File: config.mk
export PLATFORM = sky130hd
export DESIGN_NAME = coh_home_dir
export DESIGN_NICKNAME = d
export VERILOG_FILES = /design/src/rtl/coh_pkg.sv /design/src/rtl/coh_dir_array.sv /design/src/rtl/coh_req_eval.sv /design/src/rtl/coh_rep_eval.sv /design/src/rtl/coh_home_dir.sv
export SDC_FILE = /design/constraint.sdc
export NUM_CORES = 1
export LEC_CHECK = 0
export BUFFER_PORTS_ARGS = -buffer_cell sky130_fd_sc_hd__buf_2
export CAP_MARGIN = 20
export CORE_MARGIN = 1.5
export CORE_UTILIZATION = 36
export DETAILED_ROUTE_END_ITERATION = 12
export GPL_TIMING_DRIVEN = 0
export PLACE_DENSITY = 0.59
export SETUP_SLACK_MARGIN = 0.1
export SLEW_MARGIN = 20
export SYNTH_ARGS = -nofsm -noshare
export SYNTH_HDL_FRONTEND = slang
export SYNTH_SLANG_ARGS = --single-unit
File: constraint.sdc
create_clock -name clk -period 6.33 [get_ports clk]
set_clock_uncertainty 0.15 [all_clocks]
set_input_delay 1.266 -clock clk [delete_from_list [all_inputs] [get_ports clk]]
set_output_delay 1.266 -clock clk [all_outputs]
set_load 0.03 [all_outputs]
File: src/rtl/coh_pkg.sv
package coh_pkg;

    typedef enum logic [1:0] {
        ST_SHARED   = 2'd0,
        ST_OWNED    = 2'd1,
        ST_INV_WAIT = 2'd2,
        ST_RECALL   = 2'd3
    } dir_state_e;

    typedef enum logic [1:0] {
        REP_INV_ACK = 2'd0,
        REP_WB      = 2'd1,
        REP_FLUSH   = 2'd2,
        REP_NONE    = 2'd3
    } rep_kind_e;

    typedef enum logic [2:0] {
        MSG_SH_GRANT = 3'd0,
        MSG_EX_GRANT = 3'd1,
        MSG_INV      = 3'd2,
        MSG_WB_REQ   = 3'd3,
        MSG_FL_REQ   = 3'd4
    } msg_kind_e;

endpackage

File: src/rtl/coh_dir_array.sv
module coh_dir_array
    import coh_pkg::*;
#(
    parameter int N       = 4,
    parameter int ENTRIES = 16,
    parameter int DATA_W  = 32,
    localparam int SRC_W  = $clog2(N),
    localparam int ADDR_W = $clog2(ENTRIES)
) (
    input  logic              clk,
    input  logic              rst_n,
    input  logic [ADDR_W-1:0] a_addr,
    output dir_state_e        a_state,
    output logic [N-1:0]      a_set,
    output logic [SRC_W-1:0]  a_own,
    output logic [DATA_W-1:0] a_data,
    input  logic [ADDR_W-1:0] b_addr,
    output dir_state_e        b_state,
    output logic [N-1:0]      b_set,
    input  logic              wr_en,
    input  logic              wr_data_en,
    input  logic [ADDR_W-1:0] wr_addr,
    input  dir_state_e        wr_state,
    input  logic [N-1:0]      wr_set,
    input  logic [SRC_W-1:0]  wr_own,
    input  logic [DATA_W-1:0] wr_data
);

    typedef struct packed {
        dir_state_e        st;
        logic [N-1:0]      set;
        logic [SRC_W-1:0]  own;
        logic [DATA_W-1:0] data;
    } entry_t;

    entry_t ent_q [ENTRIES];
    entry_t ent_d [ENTRIES];

    always_comb begin
        for (int i = 0; i < ENTRIES; i++) begin
            ent_d[i] = ent_q[i];
        end
        if (wr_en) begin
            ent_d[wr_addr].st  = wr_state;
            ent_d[wr_addr].set = wr_set;
            ent_d[wr_addr].own = wr_own;
        end
        if (wr_data_en) begin
            ent_d[wr_addr].data = wr_data;
        end
    end

    always_ff @(posedge clk) begin
        for (int i = 0; i < ENTRIES; i++) begin
            if (!rst_n) begin
                ent_q[i] <= '{st: ST_SHARED, set: '0, own: '0, data: '0};
            end else begin
                ent_q[i] <= ent_d[i];
            end
        end
    end

    assign a_state = ent_q[a_addr].st;
    assign a_set   = ent_q[a_addr].set;
    assign a_own   = ent_q[a_addr].own;
    assign a_data  = ent_q[a_addr].data;
    assign b_state = ent_q[b_addr].st;
    assign b_set   = ent_q[b_addr].set;

endmodule

File: src/rtl/coh_req_eval.sv
module coh_req_eval
    import coh_pkg::*;
#(
    parameter int N      = 4,
    parameter int DATA_W = 32,
    localparam int SRC_W = $clog2(N)
) (
    input  logic              excl,
    input  logic [SRC_W-1:0]  src,
    input  dir_state_e        e_state,
    input  logic [N-1:0]      e_set,
    input  logic [SRC_W-1:0]  e_own,
    input  logic [DATA_W-1:0] e_data,
    output logic              deq,
    output logic              upd,
    output dir_state_e        n_state,
    output logic [N-1:0]      n_set,
    output logic [SRC_W-1:0]  n_own,
    output logic              m_valid,
    output msg_kind_e         m_kind,
    output logic [N-1:0]      m_dest,
    output logic [DATA_W-1:0] m_data
);

    logic [N-1:0] src_bit;
    logic [N-1:0] own_bit;
    logic [N-1:0] others;
    logic         stable_shared;

    assign src_bit = N'(1) << src;
    assign own_bit = N'(1) << e_own;
    assign others  = e_set & ~src_bit;
    // an invalidate-wait entry with nothing pending behaves as shared
    assign stable_shared = (e_state == ST_SHARED) ||
                           ((e_state == ST_INV_WAIT) && (e_set == '0));

    always_comb begin
        deq     = 1'b0;
        upd     = 1'b0;
        n_state = e_state;
        n_set   = e_set;
        n_own   = e_own;
        m_valid = 1'b0;
        m_kind  = MSG_SH_GRANT;
        m_dest  = '0;
        m_data  = '0;
        if (stable_shared) begin
            if (!excl) begin
                deq     = 1'b1;
                upd     = 1'b1;
                n_state = ST_SHARED;
                n_set   = e_set | src_bit;
                m_valid = 1'b1;
                m_kind  = MSG_SH_GRANT;
                m_dest  = src_bit;
                m_data  = e_data;
            end else if (others == '0) begin
                deq     = 1'b1;
                upd     = 1'b1;
                n_state = ST_OWNED;
                n_set   = '0;
                n_own   = src;
                m_valid = 1'b1;
                m_kind  = MSG_EX_GRANT;
                m_dest  = src_bit;
                m_data  = e_data;
            end else begin
                upd     = 1'b1;
                n_state = ST_INV_WAIT;
                n_set   = others;
                m_valid = 1'b1;
                m_kind  = MSG_INV;
                m_dest  = others;
            end
        end else if (e_state == ST_OWNED) begin
            if (e_own == src) begin
                deq     = 1'b1;
                m_valid = 1'b1;
                m_kind  = MSG_EX_GRANT;
                m_dest  = src_bit;
                m_data  = e_data;
            end else begin
                upd     = 1'b1;
                n_state = ST_RECALL;
                m_valid = 1'b1;
                m_kind  = excl ? MSG_FL_REQ : MSG_WB_REQ;
                m_dest  = own_bit;
            end
        end
        // invalidate-wait with pending sharers, or owner recall: stall
    end

endmodule

File: src/rtl/coh_rep_eval.sv
module coh_rep_eval
    import coh_pkg::*;
#(
    parameter int N      = 4,
    localparam int SRC_W = $clog2(N)
) (
    input  rep_kind_e         kind,
    input  logic [SRC_W-1:0]  src,
    input  dir_state_e        e_state,
    input  logic [N-1:0]      e_set,
    output logic              upd,
    output logic              data_we,
    output dir_state_e        n_state,
    output logic [N-1:0]      n_set,
    output logic [SRC_W-1:0]  n_own
);

    logic [N-1:0] src_bit;
    logic [N-1:0] cleared;

    assign src_bit = N'(1) << src;
    assign cleared = e_set & ~src_bit;

    always_comb begin
        upd     = 1'b0;
        data_we = 1'b0;
        n_state = e_state;
        n_set   = e_set;
        n_own   = '0;
        unique case (kind)
            REP_INV_ACK: begin
                if (e_state == ST_SHARED || e_state == ST_INV_WAIT) begin
                    upd     = 1'b1;
                    n_set   = cleared;
                    n_state = (cleared == '0) ? ST_SHARED : e_state;
                end
            end
            REP_WB: begin
                upd     = 1'b1;
                data_we = 1'b1;
                n_state = ST_SHARED;
                n_set   = src_bit;
            end
            REP_FLUSH: begin
                upd     = 1'b1;
                data_we = 1'b1;
                n_state = ST_SHARED;
                n_set   = '0;
            end
            default: begin
            end
        endcase
    end

endmodule

File: src/rtl/coh_home_dir.sv
module coh_home_dir
    import coh_pkg::*;
#(
    parameter int N       = 4,
    parameter int ENTRIES = 16,
    parameter int DATA_W  = 32,
    localparam int SRC_W  = $clog2(N),
    localparam int ADDR_W = $clog2(ENTRIES)
) (
    input  logic              clk,
    input  logic              rst_n,
    input  logic              lo_valid,
    input  logic              lo_excl,
    input  logic [SRC_W-1:0]  lo_src,
    input  logic [ADDR_W-1:0] lo_addr,
    output logic              lo_deq,
    input  logic              hi_valid,
    input  logic [1:0]        hi_kind,
    input  logic [SRC_W-1:0]  hi_src,
    input  logic [ADDR_W-1:0] hi_addr,
    input  logic [DATA_W-1:0] hi_data,
    output logic              hi_deq,
    output logic              msg_valid,
    output logic [2:0]        msg_kind,
    output logic [N-1:0]      msg_dest,
    output logic [ADDR_W-1:0] msg_addr,
    output logic [DATA_W-1:0] msg_data
);

    typedef struct packed {
        logic              valid;
        msg_kind_e         kind;
        logic [N-1:0]      dest;
        logic [ADDR_W-1:0] addr;
        logic [DATA_W-1:0] data;
    } out_msg_t;

    out_msg_t out_d, out_q;

    dir_state_e        a_state, b_state;
    logic [N-1:0]      a_set, b_set;
    logic [SRC_W-1:0]  a_own;
    logic [DATA_W-1:0] a_data;

    logic              rq_deq, rq_upd, rq_mv;
    dir_state_e        rq_state;
    logic [N-1:0]      rq_set, rq_dest;
    logic [SRC_W-1:0]  rq_own;
    msg_kind_e         rq_kind;
    logic [DATA_W-1:0] rq_data;

    logic              rp_upd, rp_we;
    dir_state_e        rp_state;
    logic [N-1:0]      rp_set;
    logic [SRC_W-1:0]  rp_own;

    logic              take_rep, take_req;
    logic              wr_en, wr_data_en;
    logic [ADDR_W-1:0] wr_addr;
    dir_state_e        wr_state;
    logic [N-1:0]      wr_set;
    logic [SRC_W-1:0]  wr_own;

    coh_dir_array #(.N(N), .ENTRIES(ENTRIES), .DATA_W(DATA_W)) u_array (
        .clk        (clk),
        .rst_n      (rst_n),
        .a_addr     (lo_addr),
        .a_state    (a_state),
        .a_set      (a_set),
        .a_own      (a_own),
        .a_data     (a_data),
        .b_addr     (hi_addr),
        .b_state    (b_state),
        .b_set      (b_set),
        .wr_en      (wr_en),
        .wr_data_en (wr_data_en),
        .wr_addr    (wr_addr),
        .wr_state   (wr_state),
        .wr_set     (wr_set),
        .wr_own     (wr_own),
        .wr_data    (hi_data)
    );

    coh_req_eval #(.N(N), .DATA_W(DATA_W)) u_req (
        .excl    (lo_excl),
        .src     (lo_src),
        .e_state (a_state),
        .e_set   (a_set),
        .e_own   (a_own),
        .e_data  (a_data),
        .deq     (rq_deq),
        .upd     (rq_upd),
        .n_state (rq_state),
        .n_set   (rq_set),
        .n_own   (rq_own),
        .m_valid (rq_mv),
        .m_kind  (rq_kind),
        .m_dest  (rq_dest),
        .m_data  (rq_data)
    );

    coh_rep_eval #(.N(N)) u_rep (
        .kind    (rep_kind_e'(hi_kind)),
        .src     (hi_src),
        .e_state (b_state),
        .e_set   (b_set),
        .upd     (rp_upd),
        .data_we (rp_we),
        .n_state (rp_state),
        .n_set   (rp_set),
        .n_own   (rp_own)
    );

    // replies always win; a request is looked at only on reply-free cycles
    assign take_rep = hi_valid;
    assign take_req = lo_valid && !hi_valid;

    always_comb begin
        wr_en      = 1'b0;
        wr_data_en = 1'b0;
        wr_addr    = lo_addr;
        wr_state   = rq_state;
        wr_set     = rq_set;
        wr_own     = rq_own;
        if (take_rep) begin
            wr_en      = rp_upd;
            wr_data_en = rp_we;
            wr_addr    = hi_addr;
            wr_state   = rp_state;
            wr_set     = rp_set;
            wr_own     = rp_own;
        end else if (take_req) begin
            wr_en = rq_upd;
        end
    end

    always_comb begin
        out_d = '{valid: 1'b0, kind: MSG_SH_GRANT, dest: '0, addr: '0, data: '0};
        if (take_req && rq_mv) begin
            out_d.valid = 1'b1;
            out_d.kind  = rq_kind;
            out_d.dest  = rq_dest;
            out_d.addr  = lo_addr;
            out_d.data  = rq_data;
        end
    end

    always_ff @(posedge clk) begin
        if (!rst_n) begin
            out_q <= '{valid: 1'b0, kind: MSG_SH_GRANT, dest: '0, addr: '0, data: '0};
        end else begin
            out_q <= out_d;
        end
    end

    assign hi_deq    = take_rep;
    assign lo_deq    = take_req && rq_deq;
    assign msg_valid = out_q.valid;
    assign msg_kind  = out_q.kind;
    assign msg_dest  = out_q.dest;
    assign msg_addr  = out_q.addr;
    assign msg_data  = out_q.data;

endmodule

## Word level (Yosys, flattened, before mapping)

Memories as Yosys holds them, arrays and structs flattened.
Index checks and enable logic that the tools add are counted.

- $lt $le $gt $ge: 2
- Equal/unequal tests: 6
- Shift-type cells: 3
- Muxes and demuxes: 85
- Bitwise logic cells: 22
- Reduce and logical (&&, ||, !) cells: 16

Operator list:

| operator | number |
|---|---|
| $bwmux W640 | 4 |
| $mux W640 | 2 |
| $mux W40 | 17 |
| $demux W40 S4 | 4 |
| $mux W32 | 6 |
| $mux W4 | 11 |
| $mux W44 | 1 |
| $mux W38 | 1 |
| $mux W34 | 1 |
| $mux W2 | 13 |
| $mux W1 | 17 |
| $or A1 B1 Y1 | 16 |
| $mux W3 | 5 |
| $logic_not A4 Y1 | 3 |
| $pmux W4 S3 | 1 |
| $shl A1 B2 Y4 const A | 3 |
| $and A4 B4 Y4 | 2 |
| $not A4 Y4 | 2 |
| $eq A2 B2 Y1 const B | 3 |
| $logic_not A2 Y1 | 3 |
| $ge A5 B5 Y1 const B | 1 |
| $logic_and A1 B1 Y1 | 5 |
| $lt A5 B1 Y1 const B | 1 |
| $not A4 Y5 | 1 |
| 9 further kinds | 11 |

- Register bits: 44
- Bits in writable memories: 640
- Input bits: 51
- Output and inout bits: 46
- Memories: 1

Memories:

| name | depth | bits a word | rd ports | clocked after Yosys merged registers in | wr ports | RTL line | RTL |
|---|---|---|---|---|---|---|---|
| u_array.ent_q | 16 | 40 | 18 | 0 | 16 | coh_dir_array.sv:36 | `entry_t ent_q [ENTRIES];` |

## Longest topological paths before layout

- Word-level depth: 15
- Depth in mapped cells: 14
- Gate-level depth less buffers: 8

## Hierarchy

Synthesis repeated with hierarchy kept, for this count alone.

- Cells, all modules: 3670
- Area total of the unflattened synthesis: 33767.4 um2

Modules (own cells, without submodules):

| module | times used | cells an instance | area each (um2) | seq. area each (um2) |
|---|---|---|---|---|
| coh_dir_array | 1 | 3415 | 31431.4 | 12812.3 |
| coh_home_dir | 1 | 117 | 1400.1 | 880.8 |
| coh_req_eval | 1 | 101 | 696.9 | 0.0 |
| coh_rep_eval | 1 | 37 | 239.0 | 0.0 |

## Worst setup path before layout

Ideal clock, no wire load.

- Path kind: input to output
- Start point: in lo_addr[0]
- End point: out lo_deq
- Data arrival time: 3.818 ns
- Required time: 4.914 ns
- Path slack: 1.096 ns
- Stages on the path: 9
- Path buffers: 1
- Cells stage by stage: buf_6 -> mux4_2 -> nand2b_4 -> a221o_1 -> a211o_4 -> o31a_4 -> a211oi_2 -> nor2_1 -> nor2_1

- Longest elaborated chain between the ends: 7

RTL lines:

| what | RTL line | RTL |
|---|---|---|
| from (decl) | coh_home_dir.sv:15 | `input logic [ADDR_W-1:0] lo_addr,` |
| $mem_v2 Z16 W40 (*) | n/a |  |
| $and A4 B4 Y4 | coh_req_eval.sv:32 | `assign others = e_set & ~src_bit;` |
| $logic_not A4 Y1 | coh_req_eval.sv:57 | `end else if (others == '0) begin` |
| $mux W1 | coh_req_eval.sv:57 |  |
| $mux W1 | coh_req_eval.sv:48 | `if (!excl) begin` |
| $mux W1 (*) | coh_req_eval.sv:47 | `if (stable_shared) begin` |
| $logic_and A1 B1 Y1 (*) | coh_home_dir.sv:157 | `assign lo_deq = take_req && rq_deq;` |
| to (decl) | coh_home_dir.sv:16 | `output logic lo_deq,` |

Mark *: on every way between the ends. The rest lies on a longest branch, timed or not.

## Worst setup path after layout

- Start point: in lo_addr[1]
- End point: out lo_deq

The elaborated chain is that of the path after synthesis.

==> metrics.md <==
| Metric | Value |
|---|---|
| Gate power share | `7.8%` |
| Max Cap Violations | `0` |
| Status | `completed` |
| Area grow syn2layout | `13.6%` |
| Element type at the critical path end | `output pin` |
| Syn Inst Count | `3379` |
| Vias after detailed routing | `25600` |
| Post-route setup TNS | `0 ps` |
| Initial core utilization | `36.4%` |
| Hold buffers post-CTS | `0` |
| H-Tree Depth | `3` |
| Cell Rows | `106` |
| Worst Hold End | `u_array.ent_q[1][1]` |
| Clk sinks | `684` |
| PD cells | `273 nW/um^2` |
| Post-synth EDFFs | `0` |
| Pin count of the biggest net entering global routing | `13` |
| Vias in the first global route | `24400` |
| CTS Buf Count | `76` |
| Power Internal | `0.00708 W` |
| Max IR drop VDD | `175 uV` |
| Net Sw Frac | `25.3%` |
| Die Ht | `294 um` |
| Area leader, netlist | `dfxtp_1` |
| RR Startpoint | `u_array.ent_q[15][35]` |
| CTS resizes | `0` |
| R2r endpoint | `u_array.ent_q[4][38]` |
| Sequential area share after synthesis | `44.8%` |
| Min Tclk post-route | `5850 ps` |
| Worst-path clk slew | `60 ps` |
| Final Hold Fails | `0` |
| Psw | `0.00240 W` |
| Critical Path, Cell by Cell | `buf_2 > buf_6 > clkbuf_8 > a2111oi_0 > nor4_1 > o31ai_1 > a21oi_1 > a211oi_2 > nor2_1 > nor2_1 > buf_2` |
| Util after Layout | `41.4%` |
| RSZ-0062 raised after global routing | `false` |
| Placed cell areas | `32300 sq um` |
| Placer Congestion | `0.910` |
| Synth cell types | `72` |
| Register-to-register setup slack | `2510 ps` |
| Post-layout nets | `3572` |
| Detail Placement HPWL | `75400 um` |
| FF+latch count, synth | `684` |
| Top_reg_cell synth | `dfxtp_1` |
| Ys async rst share | `0%` |
| Mean post-synth cell area | `9.04 sq um` |
| GRT Overall Usage | `23.5%` |
| Most frequent cells in the layout | `nand2_1 (1149), dfxtp_1 (684), a21oi_1 (588)` |
| Global route total overflow | `0` |
| Layout cells sized above 1 | `13.2%` |
| Total Wirelength | `103000 um` |
| Max-slew violations | `0` |
| I/O pin cnt | `97` |
| Skew-Pair Late Insertion Delay | `640 ps` |
| Die X | `294 um` |
| Synth Warn # | `0` |
| Initial DRT Pass Iterations | `5` |
| Post-place setup slack | `581 ps` |
| Critical Path AT | `4440 ps` |
| Most common cell after layout, fill and taps aside | `nand2_1` |
| Slowest cell on the critical path | `o31ai_1` |
| DR WL/cell | `21.9 um` |
| Leak pwr | `11.6 nW` |
| Slew HR | `27.7%` |
| Syn nets | `3433` |
| Hold path cells | `2` |
| Final clock period utilization by the worst path | `92.5%` |
| Antenna-violating nets left | `0` |
| First-pass GRT wire length | `155000 um` |
| Synth top area share | `44.8%` |
| Startpoint types | `input pin` |
| WP data required | `4910 ps` |
| Setup slack after layout | `477 ps` |
| Core Area | `83800 sq um` |
| Cell depth of the worst flop-to-flop path | `9` |
| Crit-path max FO | `10` |
| Fin area | `34700 sq um` |
| Die footprint | `86600 sq um` |
| Post-CTS repair timing setup buffer count | `0` |
| DRC errors left | `0` |
| PortBufs | `60` |
| Clock share of power | `46.0%` |
| Least-Margin Pin Slew | `1080 ps` |
| Highest clock rate | `171 MHz` |
| Delay-heaviest family, CP | `compound AO/OA/AOI/OAI gates` |
| Min-delay src | `u_array.ent_q[1][1]` |
| Sequential power share | `46.2%` |
| Total power | `0.00948 W` |
| Setup violators final | `0` |
| TritonCTS clock tree | `done` |
| Drt initial violations | `2215` |
| Hold WC Path Type | `reg2reg` |
| CP bufs+invs | `4` |
| Synth Cell Area | `30500 sq um` |
| Clock Tree Buf Depth | `3` |
| Initial antenna violation count | `6` |
| Ranking of synthesized cells by area | `dfxtp_1 (45%), mux4_2 (15%), nand2_1 (14%)` |
| Critical path's largest stage delay | `680 ps` |
| Vias per cell | `5.43` |
| Critical path class | `in2out` |
| CTS Root Cell | `clkbuf_16` |
## power groups by stage
stage | Sequential (W) | Combinational (W) | Clock [W]
2_1_floorplan | 0.00446 | 0.000479 | 0
3_3_place_gp | 0.00447 | 0.000728 | 0
3_5_place_dp | 0.00447 | 0.000730 | 0
4_1_cts | 0.00437 | 0.000731 | 0.00441
5_1_grt | 0.00438 | 0.000782 | 0.00458
6_report | 0.00437 | 0.000741 | 0.00436
## per-layer routing
metal / GRT usage [%] / routed length (um) / up-vias
li1: - / - / 11900
met1: 30.3 / 43200 / 12500
met2: 38.6 / 48600 / 922
met3: 4.52 / 7630 / 216
met4: 9.67 / 3810 / 10
met5: 0 / 59 / -
## cell usage after synthesis, types with 8 or more instances
cell      instances
nand2b_1          9
a211oi_1         48
mux2i_1          94
clkbuf_1        242
nand3_1          10
dfxtp_1         684
buf_6            16
mux4_2          203
inv_1             8
a211oi_2         20
nor2_1           64
and2_1           18
o21ai_0           9
clkbuf_8         11
nor2b_1          47
buf_1            34
nand2_1        1149
nor3_1            8
a21oi_1         588
## layout make-up
type | instances | area [sq um]
multi-input combinational | 2365 | 15300
sequential | 684 | 13700
antenna | 1 | 2.50
buffer | 321 | 1540
inverter | 9 | 33.8
tap | 1134 | 1420
fill | 8390 | 49100
timing repair buffer | 61 | 312
clock buffer | 117 | 2230
clock inverter | 19 | 179
## through the flow
step	std cells	hold slack (ps)
finish	4711	300
CTS	4709	301
global placement	4573	289
global route	4711	313
floorplan	3379	282
detailed placement	4573	294
## state kept, by name, summed over array words and instances (netlist names)
name / count
msg_addr: 4
msg_data: 32
msg_dest: 4
msg_kind: 3
msg_valid: 1
u_array.ent_q: 640
## cells by family (layout without fill, tap and decap cells)
group / Yosys count / count (layout) / share of synthesized area (%)
other cells: 0 / 1 / 0
simple gates: 1326 / 1326 / 17.2
flops: 684 / 684 / 44.8
buf+inv: 330 / 527 / 5.15
mux: 314 / 314 / 19.1
xor+xnor: 2 / 2 / 0.0574
compound gates: 720 / 720 / 13.6
fa+ha+maj: 3 / 3 / 0.123
## worst min-delay path, cell delays in order (launching register included)
cell and delay, ps:
dfxtp_1 300, nand2_1 50, a21oi_1 50
## how the worst max path moves through the flow
stage / endpoint / cells after the start / slack (ps) / startpoint
finish: lo_deq / 11 / 480 / lo_addr[1]
global route: lo_deq / 11 / 340 / lo_addr[1]
CTS: lo_deq / 11 / 550 / lo_addr[1]
detailed placement: lo_deq / 11 / 580 / lo_addr[1]
global placement: lo_deq / 11 / 540 / lo_addr[1]
floorplan: lo_deq / 9 / 1100 / lo_addr[0]
Note: power is estimated with default switching activity, not from simulation.
